### src/rtl/clkseq_pkg.sv
package clkseq_pkg;
  localparam int PH_W = 30;
  typedef logic [PH_W-1:0] phase_t;

  localparam int BIT_VPH1_A = 0;
  localparam int BIT_VPH3_B = 1;
  localparam int BIT_VPH2   = 2;
  localparam int BIT_VPH3_A = 3;
  localparam int BIT_VPH1_B = 4;
  localparam int BIT_HPH3_A = 5;
  localparam int BIT_HPH3_B = 6;
  localparam int BIT_HPH2   = 7;
  localparam int BIT_HPH1_A = 8;
  localparam int BIT_HPH1_B = 9;
  localparam int BIT_SUMW   = 10;
  localparam int BIT_RSTG   = 12;
  localparam int BIT_OUTG   = 14;
  localparam int BIT_DUMP   = 16;
  localparam int BIT_XFER   = 18;
  localparam int BIT_MARK2  = 26;

  localparam phase_t ONE    = phase_t'(1);
  localparam phase_t PAIR   = phase_t'(3);

  localparam phase_t W_V1   = (ONE << BIT_VPH1_A) | (ONE << BIT_VPH1_B);
  localparam phase_t W_V3   = (ONE << BIT_VPH3_A) | (ONE << BIT_VPH3_B);
  localparam phase_t W_V2   = ONE << BIT_VPH2;
  localparam phase_t W_H1A  = ONE << BIT_HPH1_A;
  localparam phase_t W_H1B  = ONE << BIT_HPH1_B;
  localparam phase_t W_H3A  = ONE << BIT_HPH3_A;
  localparam phase_t W_H3B  = ONE << BIT_HPH3_B;
  localparam phase_t W_H2   = ONE << BIT_HPH2;
  localparam phase_t W_H13  = W_H1A | W_H1B | W_H3A | W_H3B;
  localparam phase_t W_SW   = PAIR << BIT_SUMW;
  localparam phase_t W_RG   = PAIR << BIT_RSTG;
  localparam phase_t W_OG   = PAIR << BIT_OUTG;
  localparam phase_t W_DG   = PAIR << BIT_DUMP;
  localparam phase_t W_TG   = PAIR << BIT_XFER;
  localparam phase_t W_MK2  = ONE << BIT_MARK2;

  // parked word: vertical 1/3, horizontal 1/3, all gates high
  localparam phase_t HOLD_WORD = W_V1 | W_V3 | W_H13 | W_RG | W_OG | W_DG | W_TG;
  // common part of the vertical transfer steps
  localparam phase_t VBASE     = W_H13 | W_RG | W_OG | W_DG;
  // common part of the horizontal shift steps
  localparam phase_t HBASE     = W_V1 | W_V3 | W_RG | W_OG | W_DG | W_TG;

  typedef enum logic [2:0] {
    REC_HOLD   = 3'd0,
    REC_VERT   = 3'd1,
    REC_HSHIFT = 3'd2,
    REC_DRAIN  = 3'd3,
    REC_RAW    = 3'd4,
    REC_EXPOSE = 3'd5
  } rec_id_t;

  localparam int STEP_W = 4;
  typedef logic [STEP_W-1:0] step_t;

  function automatic rec_id_t rec_norm(input logic [2:0] id);
    case (id)
      3'd1:    return REC_VERT;
      3'd2:    return REC_HSHIFT;
      3'd3:    return REC_DRAIN;
      3'd4:    return REC_RAW;
      3'd5:    return REC_EXPOSE;
      default: return REC_HOLD;
    endcase
  endfunction

  function automatic step_t rec_len(input rec_id_t r);
    case (r)
      REC_VERT:   return step_t'(6);
      REC_HSHIFT: return step_t'(8);
      REC_DRAIN:  return step_t'(2);
      REC_RAW:    return step_t'(2);
      default:    return step_t'(1);
    endcase
  endfunction

  function automatic phase_t hshift_word(input step_t s);
    case (s)
      step_t'(0): return HOLD_WORD | W_SW;
      step_t'(1): return (HBASE & ~W_DG) | W_SW | W_H1A | W_H3B;
      step_t'(2): return HBASE | W_H1A | W_H2 | W_H3B;
      step_t'(3): return HBASE | W_H2;
      step_t'(4): return HBASE | W_H1B | W_H2 | W_H3A;
      step_t'(5): return HBASE | W_H1B | W_H3A;
      step_t'(6): return HOLD_WORD;
      default:    return HOLD_WORD & ~W_RG;
    endcase
  endfunction

  function automatic phase_t vert_word(input step_t s);
    case (s)
      step_t'(0): return VBASE | W_V1 | W_V3;
      step_t'(1): return VBASE | W_V1;
      step_t'(2): return VBASE | W_V1 | W_V2;
      step_t'(3): return VBASE | W_V2;
      step_t'(4): return VBASE | W_V2 | W_V3;
      default:    return VBASE | W_V3 | W_TG;
    endcase
  endfunction

  function automatic phase_t step_word(input rec_id_t r, input step_t s);
    case (r)
      REC_VERT:   return vert_word(s);
      REC_HSHIFT: return hshift_word(s);
      REC_DRAIN:  return hshift_word(s);
      REC_RAW:    return (s == step_t'(0)) ? (HOLD_WORD | W_MK2) : HOLD_WORD;
      default:    return HOLD_WORD;
    endcase
  endfunction
endpackage

### src/rtl/clkseq_step_rom.sv
module clkseq_step_rom
  import clkseq_pkg::*;
#(
  parameter int DLY_W    = 24,
  parameter int T_VOVL   = 300,
  parameter int T_HOVL   = 150,
  parameter int T_SUMW   = 12,
  parameter int T_RGW    = 15,
  parameter int T_RAWRD  = 20,
  parameter int T_NORD   = 20,
  parameter int T_HOLD   = 150,
  parameter int T_EXPOSE = 15000000
) (
  input  rec_id_t          rec,
  input  step_t            step,
  output phase_t           word,
  output logic [DLY_W-1:0] dly
);
  localparam logic [DLY_W-1:0] D_VOVL = DLY_W'(T_VOVL);
  localparam logic [DLY_W-1:0] D_HOVL = DLY_W'(T_HOVL);
  localparam logic [DLY_W-1:0] D_SUMW = DLY_W'(T_SUMW);
  localparam logic [DLY_W-1:0] D_RGW  = DLY_W'(T_RGW);
  localparam logic [DLY_W-1:0] D_RAW  = DLY_W'(T_RAWRD);
  localparam logic [DLY_W-1:0] D_NORD = DLY_W'(T_NORD);
  localparam logic [DLY_W-1:0] D_HOLD = DLY_W'(T_HOLD);
  localparam logic [DLY_W-1:0] D_EXP  = DLY_W'(T_EXPOSE);

  always_comb begin
    word = step_word(rec, step);
    case (rec)
      REC_VERT:   dly = D_VOVL;
      REC_HSHIFT: begin
        if (step == step_t'(0))      dly = D_SUMW;
        else if (step == step_t'(7)) dly = D_RGW;
        else                         dly = D_HOVL;
      end
      REC_DRAIN:  dly = (step == step_t'(0)) ? D_SUMW : D_HOVL;
      REC_RAW:    dly = (step == step_t'(0)) ? D_RAW : D_NORD;
      REC_EXPOSE: dly = D_EXP;
      default:    dly = D_HOLD;
    endcase
  end
endmodule

### src/rtl/clkseq_dwell_timer.sv
module clkseq_dwell_timer #(
  parameter int DLY_W = 24
) (
  input  logic             clk,
  input  logic             rst_n,
  input  logic             load,
  input  logic [DLY_W-1:0] load_val,
  output logic             last
);
  localparam logic [DLY_W-1:0] ONE_T = DLY_W'(1);

  logic [DLY_W-1:0] cnt_q, cnt_d;
  logic             cnt_en;

  always_comb begin
    cnt_en = load || (cnt_q != '0);
    if (load) cnt_d = (load_val == '0) ? ONE_T : load_val;
    else      cnt_d = cnt_q - ONE_T;
  end

  always_ff @(posedge clk or negedge rst_n) begin
    if (!rst_n)      cnt_q <= '0;
    else if (cnt_en) cnt_q <= cnt_d;
  end

  assign last = (cnt_q == ONE_T);

  // a freshly entered step always owns at least one tick
  p_reload_nonzero_r9: assert property (@(posedge clk) disable iff (!rst_n)
    load |=> (cnt_q != '0));
endmodule

### src/rtl/clkseq_loop_ctrl.sv
module clkseq_loop_ctrl
  import clkseq_pkg::*;
#(
  parameter int CNT_W = 16
) (
  input  logic             clk,
  input  logic             rst_n,
  input  logic             start,
  input  logic [2:0]       outer_sel,
  input  logic [2:0]       inner_sel,
  input  logic [CNT_W-1:0] outer_reps,
  input  logic [CNT_W-1:0] inner_reps,
  input  logic             step_last,
  output logic             busy,
  output logic             enter,
  output logic             fin,
  output rec_id_t          nxt_rec,
  output step_t            nxt_step
);
  localparam logic [CNT_W-1:0] ONE_C = CNT_W'(1);

  logic             busy_q, busy_d;
  logic             inner_q, inner_d;
  step_t            step_q, step_d;
  logic [CNT_W-1:0] oleft_q, oleft_d;
  logic [CNT_W-1:0] ileft_q, ileft_d;
  logic [CNT_W-1:0] itot_q, itot_d;
  rec_id_t          ro_q, ro_d, ri_q, ri_d;
  rec_id_t          cur_rec;
  logic             at_last, upd_en;

  assign cur_rec = inner_q ? ri_q : ro_q;
  assign at_last = (step_q == rec_len(cur_rec) - step_t'(1));
  assign upd_en  = (!busy_q && start) || (busy_q && step_last);

  always_comb begin
    busy_d  = busy_q;
    inner_d = inner_q;
    step_d  = step_q;
    oleft_d = oleft_q;
    ileft_d = ileft_q;
    itot_d  = itot_q;
    ro_d    = ro_q;
    ri_d    = ri_q;
    enter   = 1'b0;
    fin     = 1'b0;
    if (!busy_q) begin
      if (start) begin
        ro_d    = rec_norm(outer_sel);
        ri_d    = rec_norm(inner_sel);
        itot_d  = inner_reps;
        oleft_d = outer_reps;
        inner_d = 1'b0;
        step_d  = '0;
        if (outer_reps == '0) begin
          fin = 1'b1;
        end else begin
          busy_d = 1'b1;
          enter  = 1'b1;
        end
      end
    end else if (step_last) begin
      enter = 1'b1;
      if (!at_last) begin
        step_d = step_q + step_t'(1);
      end else begin
        step_d = '0;
        if (!inner_q && (itot_q != '0)) begin
          inner_d = 1'b1;
          ileft_d = itot_q;
        end else if (inner_q && (ileft_q > ONE_C)) begin
          ileft_d = ileft_q - ONE_C;
        end else if (oleft_q > ONE_C) begin
          inner_d = 1'b0;
          oleft_d = oleft_q - ONE_C;
        end else begin
          enter   = 1'b0;
          fin     = 1'b1;
          busy_d  = 1'b0;
          inner_d = 1'b0;
        end
      end
    end
  end

  always_ff @(posedge clk or negedge rst_n) begin
    if (!rst_n) begin
      busy_q  <= 1'b0;
      inner_q <= 1'b0;
      step_q  <= '0;
      oleft_q <= '0;
      ileft_q <= '0;
      itot_q  <= '0;
      ro_q    <= REC_HOLD;
      ri_q    <= REC_HOLD;
    end else if (upd_en) begin
      busy_q  <= busy_d;
      inner_q <= inner_d;
      step_q  <= step_d;
      oleft_q <= oleft_d;
      ileft_q <= ileft_d;
      itot_q  <= itot_d;
      ro_q    <= ro_d;
      ri_q    <= ri_d;
    end
  end

  assign busy     = busy_q;
  assign nxt_rec  = inner_d ? ri_d : ro_d;
  assign nxt_step = step_d;

  p_step_in_range_r7: assert property (@(posedge clk) disable iff (!rst_n)
    busy_q |-> (step_q < rec_len(cur_rec)));
  p_inner_needs_count_r8: assert property (@(posedge clk) disable iff (!rst_n)
    (busy_q && inner_q) |-> (itot_q != '0));
endmodule

### src/rtl/clkseq_pattern_gen.sv
module clkseq_pattern_gen
  import clkseq_pkg::*;
#(
  parameter int CNT_W    = 16,
  parameter int DLY_W    = 24,
  parameter int T_VOVL   = 300,
  parameter int T_HOVL   = 150,
  parameter int T_SUMW   = 12,
  parameter int T_RGW    = 15,
  parameter int T_RAWRD  = 20,
  parameter int T_NORD   = 20,
  parameter int T_HOLD   = 150,
  parameter int T_EXPOSE = 15000000
) (
  input  logic             clk,
  input  logic             rst_n,
  input  logic             start,
  input  logic [2:0]       outer_sel,
  input  logic [2:0]       inner_sel,
  input  logic [CNT_W-1:0] outer_reps,
  input  logic [CNT_W-1:0] inner_reps,
  output logic [PH_W-1:0]  phase_q,
  output logic             busy,
  output logic             done
);
  logic             enter, fin, step_last;
  rec_id_t          nxt_rec;
  step_t            nxt_step;
  phase_t           rom_word, phase_d, phase_r;
  logic [DLY_W-1:0] rom_dly;
  logic             phase_en, done_r;

  clkseq_loop_ctrl #(.CNT_W(CNT_W)) u_ctrl (
    .clk(clk), .rst_n(rst_n), .start(start),
    .outer_sel(outer_sel), .inner_sel(inner_sel),
    .outer_reps(outer_reps), .inner_reps(inner_reps),
    .step_last(step_last), .busy(busy), .enter(enter), .fin(fin),
    .nxt_rec(nxt_rec), .nxt_step(nxt_step)
  );

  clkseq_step_rom #(
    .DLY_W(DLY_W), .T_VOVL(T_VOVL), .T_HOVL(T_HOVL), .T_SUMW(T_SUMW),
    .T_RGW(T_RGW), .T_RAWRD(T_RAWRD), .T_NORD(T_NORD), .T_HOLD(T_HOLD),
    .T_EXPOSE(T_EXPOSE)
  ) u_rom (
    .rec(nxt_rec), .step(nxt_step), .word(rom_word), .dly(rom_dly)
  );

  clkseq_dwell_timer #(.DLY_W(DLY_W)) u_timer (
    .clk(clk), .rst_n(rst_n), .load(enter), .load_val(rom_dly),
    .last(step_last)
  );

  always_comb begin
    phase_en = enter || fin;
    phase_d  = enter ? rom_word : HOLD_WORD;
  end

  always_ff @(posedge clk or negedge rst_n) begin
    if (!rst_n)        phase_r <= HOLD_WORD;
    else if (phase_en) phase_r <= phase_d;
  end

  always_ff @(posedge clk or negedge rst_n) begin
    if (!rst_n) done_r <= 1'b0;
    else        done_r <= fin;
  end

  assign phase_q = phase_r;
  assign done    = done_r;

  p_idle_hold_r1: assert property (@(posedge clk) disable iff (!rst_n)
    !busy |-> (phase_q == HOLD_WORD));
  p_hold_in_step_r3: assert property (@(posedge clk) disable iff (!rst_n)
    (busy && !step_last) |=> $stable(phase_q));
  p_done_pulse_r10: assert property (@(posedge clk) disable iff (!rst_n)
    done |=> !done);
  p_done_idle_r10: assert property (@(posedge clk) disable iff (!rst_n)
    done |-> (!busy && phase_q == HOLD_WORD));
  p_start_ignored_r11: assert property (@(posedge clk) disable iff (!rst_n)
    (busy && start && !step_last) |=> (busy && $stable(phase_q)));
endmodule

### config.mk
export PLATFORM = sky130hd
export DESIGN_NAME = clkseq_pattern_gen
export DESIGN_NICKNAME = d
export VERILOG_FILES = /design/src/rtl/clkseq_pkg.sv /design/src/rtl/clkseq_step_rom.sv /design/src/rtl/clkseq_dwell_timer.sv /design/src/rtl/clkseq_loop_ctrl.sv /design/src/rtl/clkseq_pattern_gen.sv
export SDC_FILE = /design/constraint.sdc
export NUM_CORES = 1
export LEC_CHECK = 0
export ABC_AREA = 0
export BUFFER_PORTS_ARGS = -buffer_cell sky130_fd_sc_hd__buf_2
export CAP_MARGIN = 20
export CORE_MARGIN = 2
export CORE_UTILIZATION = 33
export DETAILED_ROUTE_END_ITERATION = 16
export GPL_TIMING_DRIVEN = 0
export SLEW_MARGIN = 20
export SYNTH_ARGS = -nofsm -noshare
export SYNTH_HDL_FRONTEND = slang
export SYNTH_SLANG_ARGS = --single-unit
### constraint.sdc
create_clock -name clk -period 9.69 [get_ports clk]
set_input_delay 0.969 -clock clk [delete_from_list [all_inputs] [get_ports clk]]
set_output_delay 0.969 -clock clk [all_outputs]
set_load 0.05 [all_outputs]
Yosys cells after proc, flatten, opt, wreduce, memory -nomap -nowiden
Cells that the tools add are included. W data, S select, Z words.

Bits in registers: 115. Bits in latches: 0. Memory bits (writable): 0. ROM bits: 0. Bits of input ports: 41. Output and inout bits: 32. Word-level logic and storage cells: 130. Memories: 0.

Add/sub/neg operators: 5. $mul: 0. Divide/modulo/power cells: 0. $lt $le $gt $ge: 2. Equality and inequality tests: 33. Shifts and indexed selects: 0. Mux-type cells: 57. Bitwise logic cells: 1. Reductions and logical operators: 21.

Operator list (number): $mux W16 (9); $pmux W18 S7 (1); $pmux W24 S5 (1); $pmux W20 S5 (1); $pmux W30 S3 (1); $mux W24 (3); $gt A16 B1 Y1 const B (2); $sub A16 B1 Y16 const B (2); $mux W30 (1); $pmux W3 S5 (2); $mux W27 (1); $eq A24 B1 Y1 const B (1); $eq A3 B2 Y1 const B (8); $logic_not A24 Y1 (1); $mux W1 (24); $reduce_bool A24 Y1 (1); $sub A24 B1 Y24 const B (1); $eq A3 B3 Y1 const B (7); $mux W3 (6); $eq A4 B3 Y1 const B (4); $logic_not A16 Y1 (1); $mux W4 (4); $mux W8 (2); $reduce_bool A16 Y1 (1); 19 further kinds (34).

Longest topological paths before layout
Depth after elaboration: 16. Gate-level depth with buffers: 12. Depth with buffers taken out: 11.

Cells and area by module
A second synthesis with hierarchy kept.

Cell total of the unflattened synthesis: 799. Area total of the unflattened synthesis: 7088.0 µm².

By module, submodules not included: clkseq_loop_ctrl (instances 1, cells an instance 444, area an instance 3761.1 µm², sequential area each 1501.4 µm²); clkseq_dwell_timer (instances 1, cells an instance 176, area an instance 1620.3 µm², sequential area each 600.6 µm²); clkseq_pattern_gen (instances 1, cells an instance 102, area an instance 1186.1 µm², sequential area each 795.8 µm²); clkseq_step_rom (instances 1, cells an instance 77, area an instance 520.5 µm², sequential area each 0.0 µm²).

Least setup slack after synthesis
OpenSTA, ideal clock, no wires.

Path type: register -> register. Start point: reg u_timer.cnt_q[20]. End point: reg phase_r[3] (netlist: phase_q[3]). Library setup time: 0.083 ns. Arrival time: 3.334 ns. Data required time: 9.607 ns. Setup slack: 6.272 ns. Stages on the path, launching flop included: 11. Cell sequence: dfrtp_1 -> or2_4 -> or4_4 -> nor4_2 -> nor3_1 -> o211a_4 -> or2_2 -> mux2i_1 -> or4_1 -> buf_2 -> o32a_1.

Longest elaborated chain between the ends: 8.

Ends and longest elaborated chain: from (decl) (RTL line clkseq_dwell_timer.sv:12) `logic [DLY_W-1:0] cnt_q, cnt_d;`; from (signal assigned) (RTL line clkseq_dwell_timer.sv:23) `else if (cnt_en) cnt_q <= cnt_d;`; $eq A24 B1 Y1 (*) (RTL line clkseq_dwell_timer.sv:26) `assign last = (cnt_q == ONE_T);`; $mux W1 (RTL line clkseq_loop_ctrl.sv:62) `end else if (step_last) begin`; $mux W1 (RTL line clkseq_loop_ctrl.sv:47) `if (!busy_q) begin`; $mux W3 (RTL line clkseq_loop_ctrl.sv:109) `assign nxt_rec = inner_d ? ri_d : ro_d;`; $eq A3 B2 Y1 (RTL line clkseq_pkg.sv:106) `case (r)`; $reduce_or A2 Y1 (no line); $pmux W30 S3 (RTL line clkseq_pkg.sv:106); $mux W30 (RTL line clkseq_pattern_gen.sv:56) `phase_d = enter ? rom_word : HOLD_WORD;`; to (signal assigned) (RTL line clkseq_pattern_gen.sv:61) `else if (phase_en) phase_r <= phase_d;`; to (decl) (RTL line clkseq_pattern_gen.sv:29) `phase_t rom_word, phase_d, phase_r;`.

Every way passes the cells marked *; elsewhere a longest branch is shown, timed or not. A chain may end at the register's enable or synchronous reset.

Worst setup path in the final report
Start point: reg u_timer.cnt_q[12]. End point: reg u_timer.cnt_q[2].

Longest elaborated chain between the ends: 10.

Ends and longest elaborated chain: $eq A24 B1 Y1 (RTL line clkseq_dwell_timer.sv:26); $mux W4 (RTL line clkseq_loop_ctrl.sv:62); $mux W4 (RTL line clkseq_loop_ctrl.sv:47); $eq A4 B3 Y1 (RTL line clkseq_step_rom.sv:34) `else if (step == step_t'(7)) dly = D_RGW;`; $mux W8 (RTL line clkseq_step_rom.sv:34); $mux W24 (RTL line clkseq_step_rom.sv:33) `if (step == step_t'(0)) dly = D_SUMW;`; $pmux W24 S5 (RTL line clkseq_step_rom.sv:30) `case (rec)`; $logic_not A24 Y1 (RTL line clkseq_dwell_timer.sv:17) `if (load) cnt_d = (load_val == '0) ? ONE_T : load_val;`; $mux W24 (2 in a row) (RTL line clkseq_dwell_timer.sv:17).

Several ways; a longest one is shown, not always the timed one.

==> impl_metrics.yaml <==
worst_setup_path:
  worst_path_max_delay_cell: "nor4_1"
  cp-end-kind: "flip-flop"
  crit_path_start_kind: "flip-flop"
  worstPathRequired_ns: 9.94
  path_class: "reg2reg"
  worst-path-max-fanout: 9
  cp.arrival_ns: 4.11
  crit_chain: "nor4_1, nand4_1, nor4_2, nor3_1, o211a_4, or2_2, mux2i_1, or4_1, clkbuf_1, and2_1"
  worst_path_largest_cell_delay_ns: 0.54
cells_and_area:
  stdcell_area_mm2: 0.00658
  area.growth.synth_to_final_pct: 17.3
  final_net_count: 804
  n_fill_cell: 1721
  insertedDiodeCount: 0
  layout_commonest_cell: "nand2_1"
  drive_gt1_share_pct: 16.2
  final_cell_mix: "nand2_1 (109), dfrtp_1 (89), buf_2 (62)"
cts:
  clkTransAtPathRegs_ns: 0.07
  cts_tree: "yes"
  cts.sinks: 96
  post-cts-setup-buffers: 0
  cts_resized: 0
  cts_hold_buf: 0
  cts-root-buf: "clkbuf_16"
  clk_path_buf_depth: 2
  numCtsBuffers: 9
  clk_latency_ns: 0.36
  htree_levels: 3
sta:
  rsz0062_at_grt: "no"
  report.final.setup_viol: 0
  fin_setup_tns_ns: 0
  period_needed_ns: 3.86
  hold_viol_final: 0
  drv_slew: 0
  slew_headroom_pct: 48.2
  tightest_slew_ns: 0.769
  holdWs_ns: 0.457
  finalCritPeriodShare_pct: 39.9
  skew_ns: 0.00547
  clock.fmax_mhz: 259
placement:
  hpwl_mm: 10.8
  placed_area_mm2: 0.00626
  gp_congestion: 0.894
  portBuffers: 61
power_and_ir_drop:
  max-vdd-ir-drop_v: 0.000111
  p_leak_nw: 2.92
  pwr_density_cell_mw_per_mm2: 173
route:
  via_count: 5133
  first_iter_violations: 391
  drt.antenna.violating_nets: 0
  vias_per_cell: 5.23
  drc_errors: 0
  drt_wl_total_mm: 14.8
  dr.pass1.iters: 7
  wl_per_cell_um: 15.1
hold_path:
  hold_path_class: "in2async"
logic_synthesis:
  syn_area_per_cell_um2: 8.33
  synth_xor_area_share_pct: 2.97
  synth_adder_area_share_pct: 1.56
  synth-edff-count: 0
  synth-compound-area-share_pct: 18.7
  synthesis.area_mm2: 0.00561
  synth_top_family_by_area: "simple AND/OR/NAND/NOR gates"
  seq_area_frac_synth_pct: 43.0
  synth_mux_area_share_pct: 1.47
  synth-seq-cells: 96
  dominantRegCellSynth: "dfrtp_1"
  yosysWarnings: 0
  synthArstFlopShare_pct: 100
  postSynthCellCount: 674
  ys_types: 58
  synthSimpleGateAreaFrac_pct: 26.6
flow_run:
  cap_violations: 0
floorplan:
  core_mm2: 0.0166
  fp.dieArea_mm2: 0.0181
  die_h_um: 134
  die_x_um: 134
  pin_count: 73
  rows: 47
  start_util_pct: 33.8
global_routing:
  antenna_found_initial: 0
  grt_pass1_vias: 4842
  grt_max_degree: 77
  overflow: 0
  grt_pass1_wl_mm: 24.2
  grt.total_usage_pct: 16.9
status:
  outcome: "finished clean"
-- cell families (layout without fill, tap and decap cells) --
| logic type | Yosys count | in the layout |
|---|---|---|
| AND/OR/NAND/NOR | 307 | 307 |
| adder cells (fa/ha/maj) | 7 | 7 |
| other | 2 | 11 |
| multiplexers | 8 | 8 |
| AO/OA/AOI/OAI | 170 | 170 |
| flip-flops | 96 | 96 |
| XOR/XNOR | 19 | 19 |
| buffers and inverters | 65 | 143 |
-- area by class of cell --
type	count	area, um^2	area share (%)
multi-input combinational	522	2920	44.3
buffer	45	243	3.69
clock buffer	10	239	3.63
inverter	20	75.1	1.14
tap	220	275	4.18
sequential	96	2410	36.6
clock inverter	6	82.6	1.25
timing repair buffer	62	339	5.15
-- power by group --
group          switching (mW)  total [mW]  internal (mW)
clock network           0.158       0.389          0.232
registers              0.0547       0.505          0.450
logic                   0.143       0.247          0.104
-- metrics by stage --
step / instances / setup WS [ns] / power (mW) / util, %
finish: 981 / 5.83 / 1.14 / 39.7
global route: 981 / 5.52 / 1.20 / 39.7
CTS: 981 / 5.84 / 1.15 / 39.7
detailed placement: 965 / 5.84 / 0.757 / 37.7
global placement: 964 / 5.88 / 0.754 / 37.5
floorplan: 683 / 6.27 / 0.688 / -
-- worst max-delay path: cells and delay by family (launching register included) --
kind / cells / cell delay, ns
AOI/OAI and AO/OA: 1 / 0.32
and+or+nand+nor: 7 / 2.52
muxes: 1 / 0.22
buffers and inverters: 1 / 0.27
DFF: 1 / 0.44
-- synthesized netlist by cell type, types with 9 or more instances --
cell type,count,share of area (%)
inv_1,20,1.3
clkbuf_1,21,1.4
and2_1,9,1.0
buf_4,19,2.5
nand2_1,109,7.3
nor2_1,51,3.4
xor2_1,9,1.4
a21oi_1,56,5.0
o21ai_0,47,4.2
nand3_1,27,2.4
nor4_1,27,3.0
xnor2_1,10,1.6
o22ai_1,14,1.6
dfrtp_1,89,40
nor3_1,30,2.7
-- flip-flops by register name, summed over array words and instances, names as in the netlist, 3 cells and up --
name / cells
u_ctrl.step_q: 4
u_ctrl.ri_q: 3
phase_q: 11
u_timer.cnt_q: 24
u_ctrl.oleft_q: 16
u_ctrl.ileft_q: 16
u_ctrl.ro_q: 3
u_ctrl.itot_q: 16
-- path summary, 6_finish.rpt --
check,cells past startpoint,slack (ns),endpoint,start
worst max-delay path,10,5.83,u_timer.cnt_q[2],u_timer.cnt_q[12]
worst min-delay path,1,0.46,u_ctrl.itot_q[2],rst_n
min in group clk,2,0.48,phase_q[2],phase_q[2]
worst min register to register,2,0.48,phase_q[2],phase_q[2]
max in group asynchronous,2,8.54,phase_q[17],rst_n
worst max register to register,10,5.83,u_timer.cnt_q[2],u_timer.cnt_q[12]
-- routing by layer --
layer / global-route usage [%] / vias up / share of wire [%]
li1: - / 2562 / -
met1: 22.2 / 2426 / 47
met2: 27.6 / 127 / 47
met3: 3.82 / 18 / 4.5
met4: 5.44 / 0 / 1.7
met5: 0 / - / 0
Note: power is estimated with default switching activity, not from simulation.
